<file path="src/rtl/irqc_pkg.sv">
package irqc_pkg;

   localparam int unsigned N_SRC   = 6;
   localparam int unsigned IDX_EX0 = 0;
   localparam int unsigned IDX_TM0 = 1;
   localparam int unsigned IDX_EX1 = 2;
   localparam int unsigned IDX_TM1 = 3;
   localparam int unsigned IDX_SER = 4;
   localparam int unsigned IDX_PWR = 5;

   typedef logic [N_SRC-1:0] src_vec_t;

   // sources that the arbiter clears itself on a call
   localparam src_vec_t AUTO_CLR = src_vec_t'(6'b10_1111);

   // address of a source's vector: evenly spaced from a base
   function automatic int unsigned vec_addr(input int unsigned base,
                                            input int unsigned stride,
                                            input int unsigned idx);
      return base + idx * stride;
   endfunction

   // fixed polling order inside one level: power-fail, then index 0 upward
   function automatic src_vec_t poll_pick(input src_vec_t req);
      src_vec_t g;
      logic     found;
      g     = '0;
      found = 1'b0;
      if (req[IDX_PWR]) begin
         g[IDX_PWR] = 1'b1;
         found      = 1'b1;
      end
      for (int i = 0; i < int'(N_SRC); i++) begin
         if (!found && i != int'(IDX_PWR) && req[i]) begin
            g[i]  = 1'b1;
            found = 1'b1;
         end
      end
      return g;
   endfunction

endpackage

</file>
<file path="src/rtl/irqc_src_gate.sv">
module irqc_src_gate
   import irqc_pkg::*;
#(
   parameter int unsigned EN_W   = 8,
   parameter int unsigned GLB_BIT = 7
) (
   input  logic             clk,
   input  logic             rst_n,
   input  src_vec_t         pend,
   input  logic [EN_W-1:0]  en_reg,
   input  logic             pwr_en,
   input  logic [IDX_SER:0] pri_reg,
   output src_vec_t         req_hi,
   output src_vec_t         req_lo
);

   if (GLB_BIT >= EN_W) begin : g_bad_glb
      $error("irqc_src_gate: GLB_BIT outside enable register");
   end
   if (EN_W < IDX_SER + 2) begin : g_bad_w
      $error("irqc_src_gate: enable register too narrow");
   end

   logic glb_on;
   assign glb_on = en_reg[GLB_BIT];

   for (genvar i = 0; i < int'(N_SRC); i++) begin : g_src
      logic allowed;
      logic high;
      if (i == int'(IDX_PWR)) begin : g_pwr
         assign allowed = pwr_en;
         assign high    = 1'b1;
      end else begin : g_norm
         assign allowed = glb_on & en_reg[i];
         assign high    = pri_reg[i];
      end
      assign req_hi[i] = pend[i] & allowed & high;
      assign req_lo[i] = pend[i] & allowed & ~high;

      // R4 a source whose enable is off never shows as a request
      if (i == int'(IDX_PWR)) begin : g_chk_pwr
         a_r4_pwr_gated: assert property (@(posedge clk) disable iff (!rst_n)
            !pwr_en |-> !(req_hi[i] || req_lo[i]));
      end else begin : g_chk_norm
         a_r3_glb_gated: assert property (@(posedge clk) disable iff (!rst_n)
            !en_reg[GLB_BIT] |-> !(req_hi[i] || req_lo[i]));
      end
   end

endmodule

</file>
<file path="src/rtl/irqc_pick.sv">
module irqc_pick
   import irqc_pkg::*;
(
   input  logic     clk,
   input  logic     rst_n,
   input  src_vec_t req_hi,
   input  src_vec_t req_lo,
   input  logic     svc_hi,
   input  logic     svc_lo,
   output src_vec_t grant,
   output logic     grant_hi,
   output logic     any
);

   src_vec_t elig_hi, elig_lo;
   src_vec_t pick_hi, pick_lo;

   // R10 nesting: a high routine blocks all, a low routine blocks low
   assign elig_hi = svc_hi ? '0 : req_hi;
   assign elig_lo = (svc_hi || svc_lo) ? '0 : req_lo;

   assign pick_hi = poll_pick(elig_hi);
   assign pick_lo = poll_pick(elig_lo);

   always_comb begin
      grant_hi = |elig_hi;
      grant    = grant_hi ? pick_hi : pick_lo;
      any      = |grant;
   end

   a_r8_one_grant: assert property (@(posedge clk) disable iff (!rst_n)
      $onehot0(grant));
   a_r9_hi_wins: assert property (@(posedge clk) disable iff (!rst_n)
      (|elig_hi) |-> ((grant & req_lo) == '0));
   a_r8_grant_pending: assert property (@(posedge clk) disable iff (!rst_n)
      ((grant & ~(req_hi | req_lo)) == '0));

endmodule

</file>
<file path="src/rtl/irqc_svc_state.sv">
module irqc_svc_state (
   input  logic clk,
   input  logic rst_n,
   input  logic take,
   input  logic take_hi,
   input  logic reti,
   output logic svc_hi,
   output logic svc_lo
);

   always_ff @(posedge clk or negedge rst_n) begin
      if (!rst_n) begin
         svc_hi <= 1'b0;
         svc_lo <= 1'b0;
      end else if (take) begin
         if (take_hi) svc_hi <= 1'b1;
         else         svc_lo <= 1'b1;
      end else if (reti) begin
         // R11 the top active level ends first
         if (svc_hi) svc_hi <= 1'b0;
         else        svc_lo <= 1'b0;
      end
   end

   a_r10_no_nest_hi: assert property (@(posedge clk) disable iff (!rst_n)
      take |-> !svc_hi);
   a_r10_no_nest_lo: assert property (@(posedge clk) disable iff (!rst_n)
      (take && !take_hi) |-> !svc_lo);
   a_r11_reti_top: assert property (@(posedge clk) disable iff (!rst_n)
      (reti && !take && svc_hi) |=> (!svc_hi && $stable(svc_lo)));
   a_r12_no_take_on_reti: assert property (@(posedge clk) disable iff (!rst_n)
      !(take && reti));

endmodule

</file>
<file path="src/rtl/irq_arbiter.sv">
module irq_arbiter
   import irqc_pkg::*;
#(
   parameter int unsigned VEC_W      = 16,
   parameter int unsigned VEC_BASE   = 3,
   parameter int unsigned VEC_STRIDE = 8,
   parameter int unsigned EN_W       = 8,
   parameter int unsigned GLB_BIT    = 7
) (
   input  logic             clk,
   input  logic             rst_n,
   input  logic [3:0]       main_flag,
   input  logic             ser_rx_flag,
   input  logic             ser_tx_flag,
   input  logic             pwr_flag,
   input  logic [EN_W-1:0]  en_reg,
   input  logic             pwr_en,
   input  logic [4:0]       pri_reg,
   input  logic             insn_done,
   input  logic             reti,
   output logic             irq_req,
   output logic [VEC_W-1:0] irq_vec,
   output logic [5:0]       flag_clr
);

   localparam int unsigned TOP_ADDR = VEC_BASE + (N_SRC - 1) * VEC_STRIDE;
   localparam logic [VEC_W-1:0] PWR_VEC = VEC_W'(TOP_ADDR);

   if (TOP_ADDR >= (64'd1 << VEC_W)) begin : g_bad_vec
      $error("irq_arbiter: vector width too small for the vector table");
   end
   if (VEC_STRIDE == 0) begin : g_bad_stride
      $error("irq_arbiter: vector stride must be nonzero");
   end

   src_vec_t pend, req_hi, req_lo, grant;
   logic     grant_hi, any, take, svc_hi, svc_lo;
   logic [VEC_W-1:0] next_vec;

   // R7 receive and transmit share one source
   assign pend = {pwr_flag, ser_rx_flag | ser_tx_flag, main_flag};

   irqc_src_gate #(.EN_W(EN_W), .GLB_BIT(GLB_BIT)) u_gate (
      .clk(clk), .rst_n(rst_n), .pend(pend), .en_reg(en_reg),
      .pwr_en(pwr_en), .pri_reg(pri_reg), .req_hi(req_hi), .req_lo(req_lo)
   );

   irqc_pick u_pick (
      .clk(clk), .rst_n(rst_n), .req_hi(req_hi), .req_lo(req_lo),
      .svc_hi(svc_hi), .svc_lo(svc_lo), .grant(grant),
      .grant_hi(grant_hi), .any(any)
   );

   // R5 R12 a call is accepted only at a clean boundary
   assign take = insn_done & ~reti & ~irq_req & any;

   irqc_svc_state u_svc (
      .clk(clk), .rst_n(rst_n), .take(take), .take_hi(grant_hi),
      .reti(reti), .svc_hi(svc_hi), .svc_lo(svc_lo)
   );

   // vector encoder built from the one-hot grant
   always_comb begin
      next_vec = '0;
      for (int i = 0; i < int'(N_SRC); i++) begin
         if (grant[i]) next_vec = VEC_W'(vec_addr(VEC_BASE, VEC_STRIDE, i));
      end
   end

   always_ff @(posedge clk or negedge rst_n) begin
      if (!rst_n) begin
         irq_req  <= 1'b0;
         irq_vec  <= '0;
         flag_clr <= '0;
      end else begin
         irq_req  <= take;
         flag_clr <= take ? (grant & AUTO_CLR) : '0;
         if (take) irq_vec <= next_vec;
      end
   end

   a_r5_req_after_strobe: assert property (@(posedge clk) disable iff (!rst_n)
      irq_req |-> $past(insn_done));
   a_r5_single_cycle: assert property (@(posedge clk) disable iff (!rst_n)
      irq_req |=> !irq_req);
   a_r6_clr_with_req: assert property (@(posedge clk) disable iff (!rst_n)
      (|flag_clr) |-> (irq_req && $onehot(flag_clr)));
   a_r6_serial_kept: assert property (@(posedge clk) disable iff (!rst_n)
      !flag_clr[IDX_SER]);
   a_r3_glb_needed: assert property (@(posedge clk) disable iff (!rst_n)
      (irq_req && irq_vec != PWR_VEC) |-> $past(en_reg[GLB_BIT]));
   a_r12_no_take_in_req: assert property (@(posedge clk) disable iff (!rst_n)
      irq_req |=> $stable(irq_vec));

endmodule

</file>
<file path="config.mk">
export PLATFORM = sky130hd
export DESIGN_NAME = irq_arbiter
export DESIGN_NICKNAME = d
export VERILOG_FILES = /design/src/rtl/irqc_pkg.sv /design/src/rtl/irqc_src_gate.sv /design/src/rtl/irqc_pick.sv /design/src/rtl/irqc_svc_state.sv /design/src/rtl/irq_arbiter.sv
export SDC_FILE = /design/constraint.sdc
export NUM_CORES = 1
export LEC_CHECK = 0
export BUFFER_PORTS_ARGS = -buffer_cell sky130_fd_sc_hd__buf_2
export CORE_UTILIZATION = 44
export DETAILED_ROUTE_END_ITERATION = 16
export GPL_TIMING_DRIVEN = 0
export PLACE_DENSITY = 0.79
export SYNTH_ARGS = -nofsm -noshare
export SYNTH_HDL_FRONTEND = slang
export SYNTH_SLANG_ARGS = --single-unit
</file>
<file path="constraint.sdc">
create_clock -name clk -period 2.8 [get_ports clk]
set_input_delay 0.42 -clock clk [delete_from_list [all_inputs] [get_ports clk]]
set_output_delay 0.42 -clock clk [all_outputs]
set_load 0.005 [all_outputs]
</file>
==> results.md <==
- Status: finished with violations
- Failing checks: DRC
- WL per Instance: 11.1 um
- Post-synth top area share: 33.2%
- Largest net degree at the start of global routing: 13
- Synth area leaders: dfrtp_1, buf_4, nor3_1, a2111oi_4, a21oi_1
- Die span in y: 47.3 um
- Initial antenna violation count: 0
- Max Cap Viol: 0
- Number of global-route vias before repair: 773
- CTS tree: built
- Die area: 2240 um^2
- WHS Path Cells: 4
- CTS root buf: clkbuf_4
- TritonCTS buffer count: 3
- Placer congestion estimate: 0.792
- Final #Nets: 169
- Top Ports: 48
- Min-Delay Endpoint: flag_clr[1]
- FF-to-FF setup slack: 0.60 ns
- DR vias: 832
- Most frequent cells in the layout: buf_2, buf_4, conb_1, dfrtp_1, nor3_1
- Crit Path Category: reg2reg
- Post-synth ARST share: 100%
- Commonest non-fill, non-tap cell in the layout: buf_2
- HP Class: in2reg
- Worst reg2reg path depth: 7
- Vias/cell: 4.89
- Max FO, Critical Path: 10
- Mapped Cells: 95
- Pwr/cell area: 422 nW/um^2
- Register bit count reported by yosys: 12
- Layout area overhead: 31.1%
- Post-Syn Area: 905 um^2
- DR iter-0 viols: 13
- CP cell instances: buf_2 -> or3b_1 -> a41oi_1 -> a21oi_1 -> o21ai_2 -> nand3_2 -> mux2_4
- Crit path depth: 7
- DR pass1 iterations: 10
- Initial Util: 46.6%
- Crit Reg-Reg Startpoint: u_svc.svc_hi
- Tot Pwr: 0.000500 W
- Clock latency on the worst-skew pair: 0.28 ns
- Worst-path clk slew: 0.08 ns
- Crit path arrival time: 2.37 ns
- Clk sinks: 12
- CP top delay family: simple AND/OR/NAND/NOR gates
- Critical Path RT: 2.97 ns
- Clock skew: 0.00285 ns
- Routed Antenna Nets: 0
- Core area: 1940 um^2
- Most used DFF post-synth: dfrtp_1
- Min cycle time layout: 2.20 ns
- Pleak: 0.613 nW
- Pins Over Slew Limit: 0
- Worst Setup SP: u_svc.svc_hi
- CP endpoint kind: flip-flop
- Min-delay src: reti
- Final hold violations: 0
- Layout cells sized above 1: 44.1%
- Number of flops mapped to enable cells by yosys: 0
- DP Wirelength: 1570 um
- Startpoint types: flip-flop
- Grt ovf: 0
- Post-Syn Area per Cell: 9.52 um^2
- Yosys warns: 0
- Tcrit/Tclk final: 78.4%
- Buffers added on ports: 32
- H-tree depth: 1
- First-pass GRT wire length: 3060 um
- Slowest stage delay, CP: 0.43 ns
- Final setup vio count: 0
- Number of diodes: 0
- Die X: 47.3 um
- Num rows: 16
- RR Endpoint: irq_vec[4]
- Unrepaired setup endpoints after global routing: false
- Post-Route WL: 1890 um
- WP buf/inv: 1
- Clock buffer depth: 2
- Area leader, netlist: dfrtp_1
- TNS Setup: 0 ns
- Worst IR Drop VDD: 0.291 mV
- GRT Util Overall: 19.4%
- FMAX: 456 MHz
- Netlist cell types: 44
- Drt drc: 1
- Post-synthesis sequential area ratio: 33.2%
- Slowest-stage cell, CP: or3b_1
## cells in the mapped netlist, types with 2 or more instances
cell,number
and2_1,2
a31oi_1,2
and4b_1,2
buf_4,13
dfrtp_1,12
or2_1,2
nor3_1,7
inv_1,2
nand2b_1,2
nand3_1,4
nand4_1,2
nor2_1,5
a21oi_1,5
nand2_1,5
## layout make-up
cell class              count  area (um^2)
clock buffers               4         36.3
well taps                  27         33.8
plain buffers              15          114
repair buffers             33          170
flip-flops and latches     12          300
multi-input cells          77          524
fillers                   178          756
inverters                   2         7.51
## power breakdown
part	switching, W	internal, W	total [W]	leakage (nW)
logic	0.0000749	0.0000801	0.000155	0.436
clock network	0.0000606	0.0000792	0.000140	0.0210
registers	0.0000117	0.000194	0.000206	0.156
## worst register-to-register path: stages (launching register included)
cell     delay (ns)
dfrtp_1        0.41
buf_2          0.20
or3b_1         0.43
a41oi_1        0.23
a21oi_1        0.12
o21ai_2        0.22
nand3_2        0.16
mux2_4         0.32
## metrics by stage
stage / utilization (%) / area (um^2) / hold WS, ns / cells / setup slack [ns]
6_report: 61.1 / 1190 / 0.451 / 170 / 0.605
5_1_grt: 61.1 / 1190 / 0.450 / 170 / 0.495
4_1_cts: 60.6 / 1180 / 0.0120 / 169 / 0.601
3_5_place_dp: 58.7 / 1140 / 0.311 / 165 / 0.463
3_3_place_gp: 58.7 / 1140 / 0.299 / 165 / 0.467
2_1_floorplan: - / 946 / 0.124 / 106 / 0.714
## worst max-delay path by stage
stage            endpoint  slack, ns
2_1_floorplan  irq_vec[4]       0.71
3_3_place_gp   irq_vec[4]       0.47
3_5_place_dp   irq_vec[4]       0.46
4_1_cts        irq_vec[4]       0.60
5_1_grt        irq_vec[4]       0.50
6_report       irq_vec[4]       0.60
## state kept, by name (all words and copies together), names as in the netlist
| name | cells |
|---|---|
| flag_clr | 5 |
| irq_vec | 4 |
| irq_req | 1 |
| u_svc.svc_hi | 1 |
| u_svc.svc_lo | 1 |
## kinds of logic after synthesis
family                 Yosys count  synth area share [%]
flip-flops                      12                  33.2
buffers and inverters           17                  13.4
other                            1                 0.415
multiplexers                     1                  1.66
AND/OR/NAND/NOR                 43                  32.5
AO/OA/AOI/OAI                   21                  18.8
## layer usage
layer  track usage [%]  vias to the layer above  part of all wire (%)
li1                  -                      422                     -
met1              21.5                      379                    40
met2              33.2                       29                    53
met3              5.77                        2                   6.1
met4              10.3                        0                  0.37
met5                 0                        -                     0
## what timing repair did
| item | 4_1_cts | 5_1_grt |
|---|---|---|
| endpoints found under the hold margin | 0 | 1 |
| resized for setup | 0 | 0 |
| setup buffers | 0 | 0 |
| hold buffers | 0 | 1 |
Power figures use the tool's default switching activity.
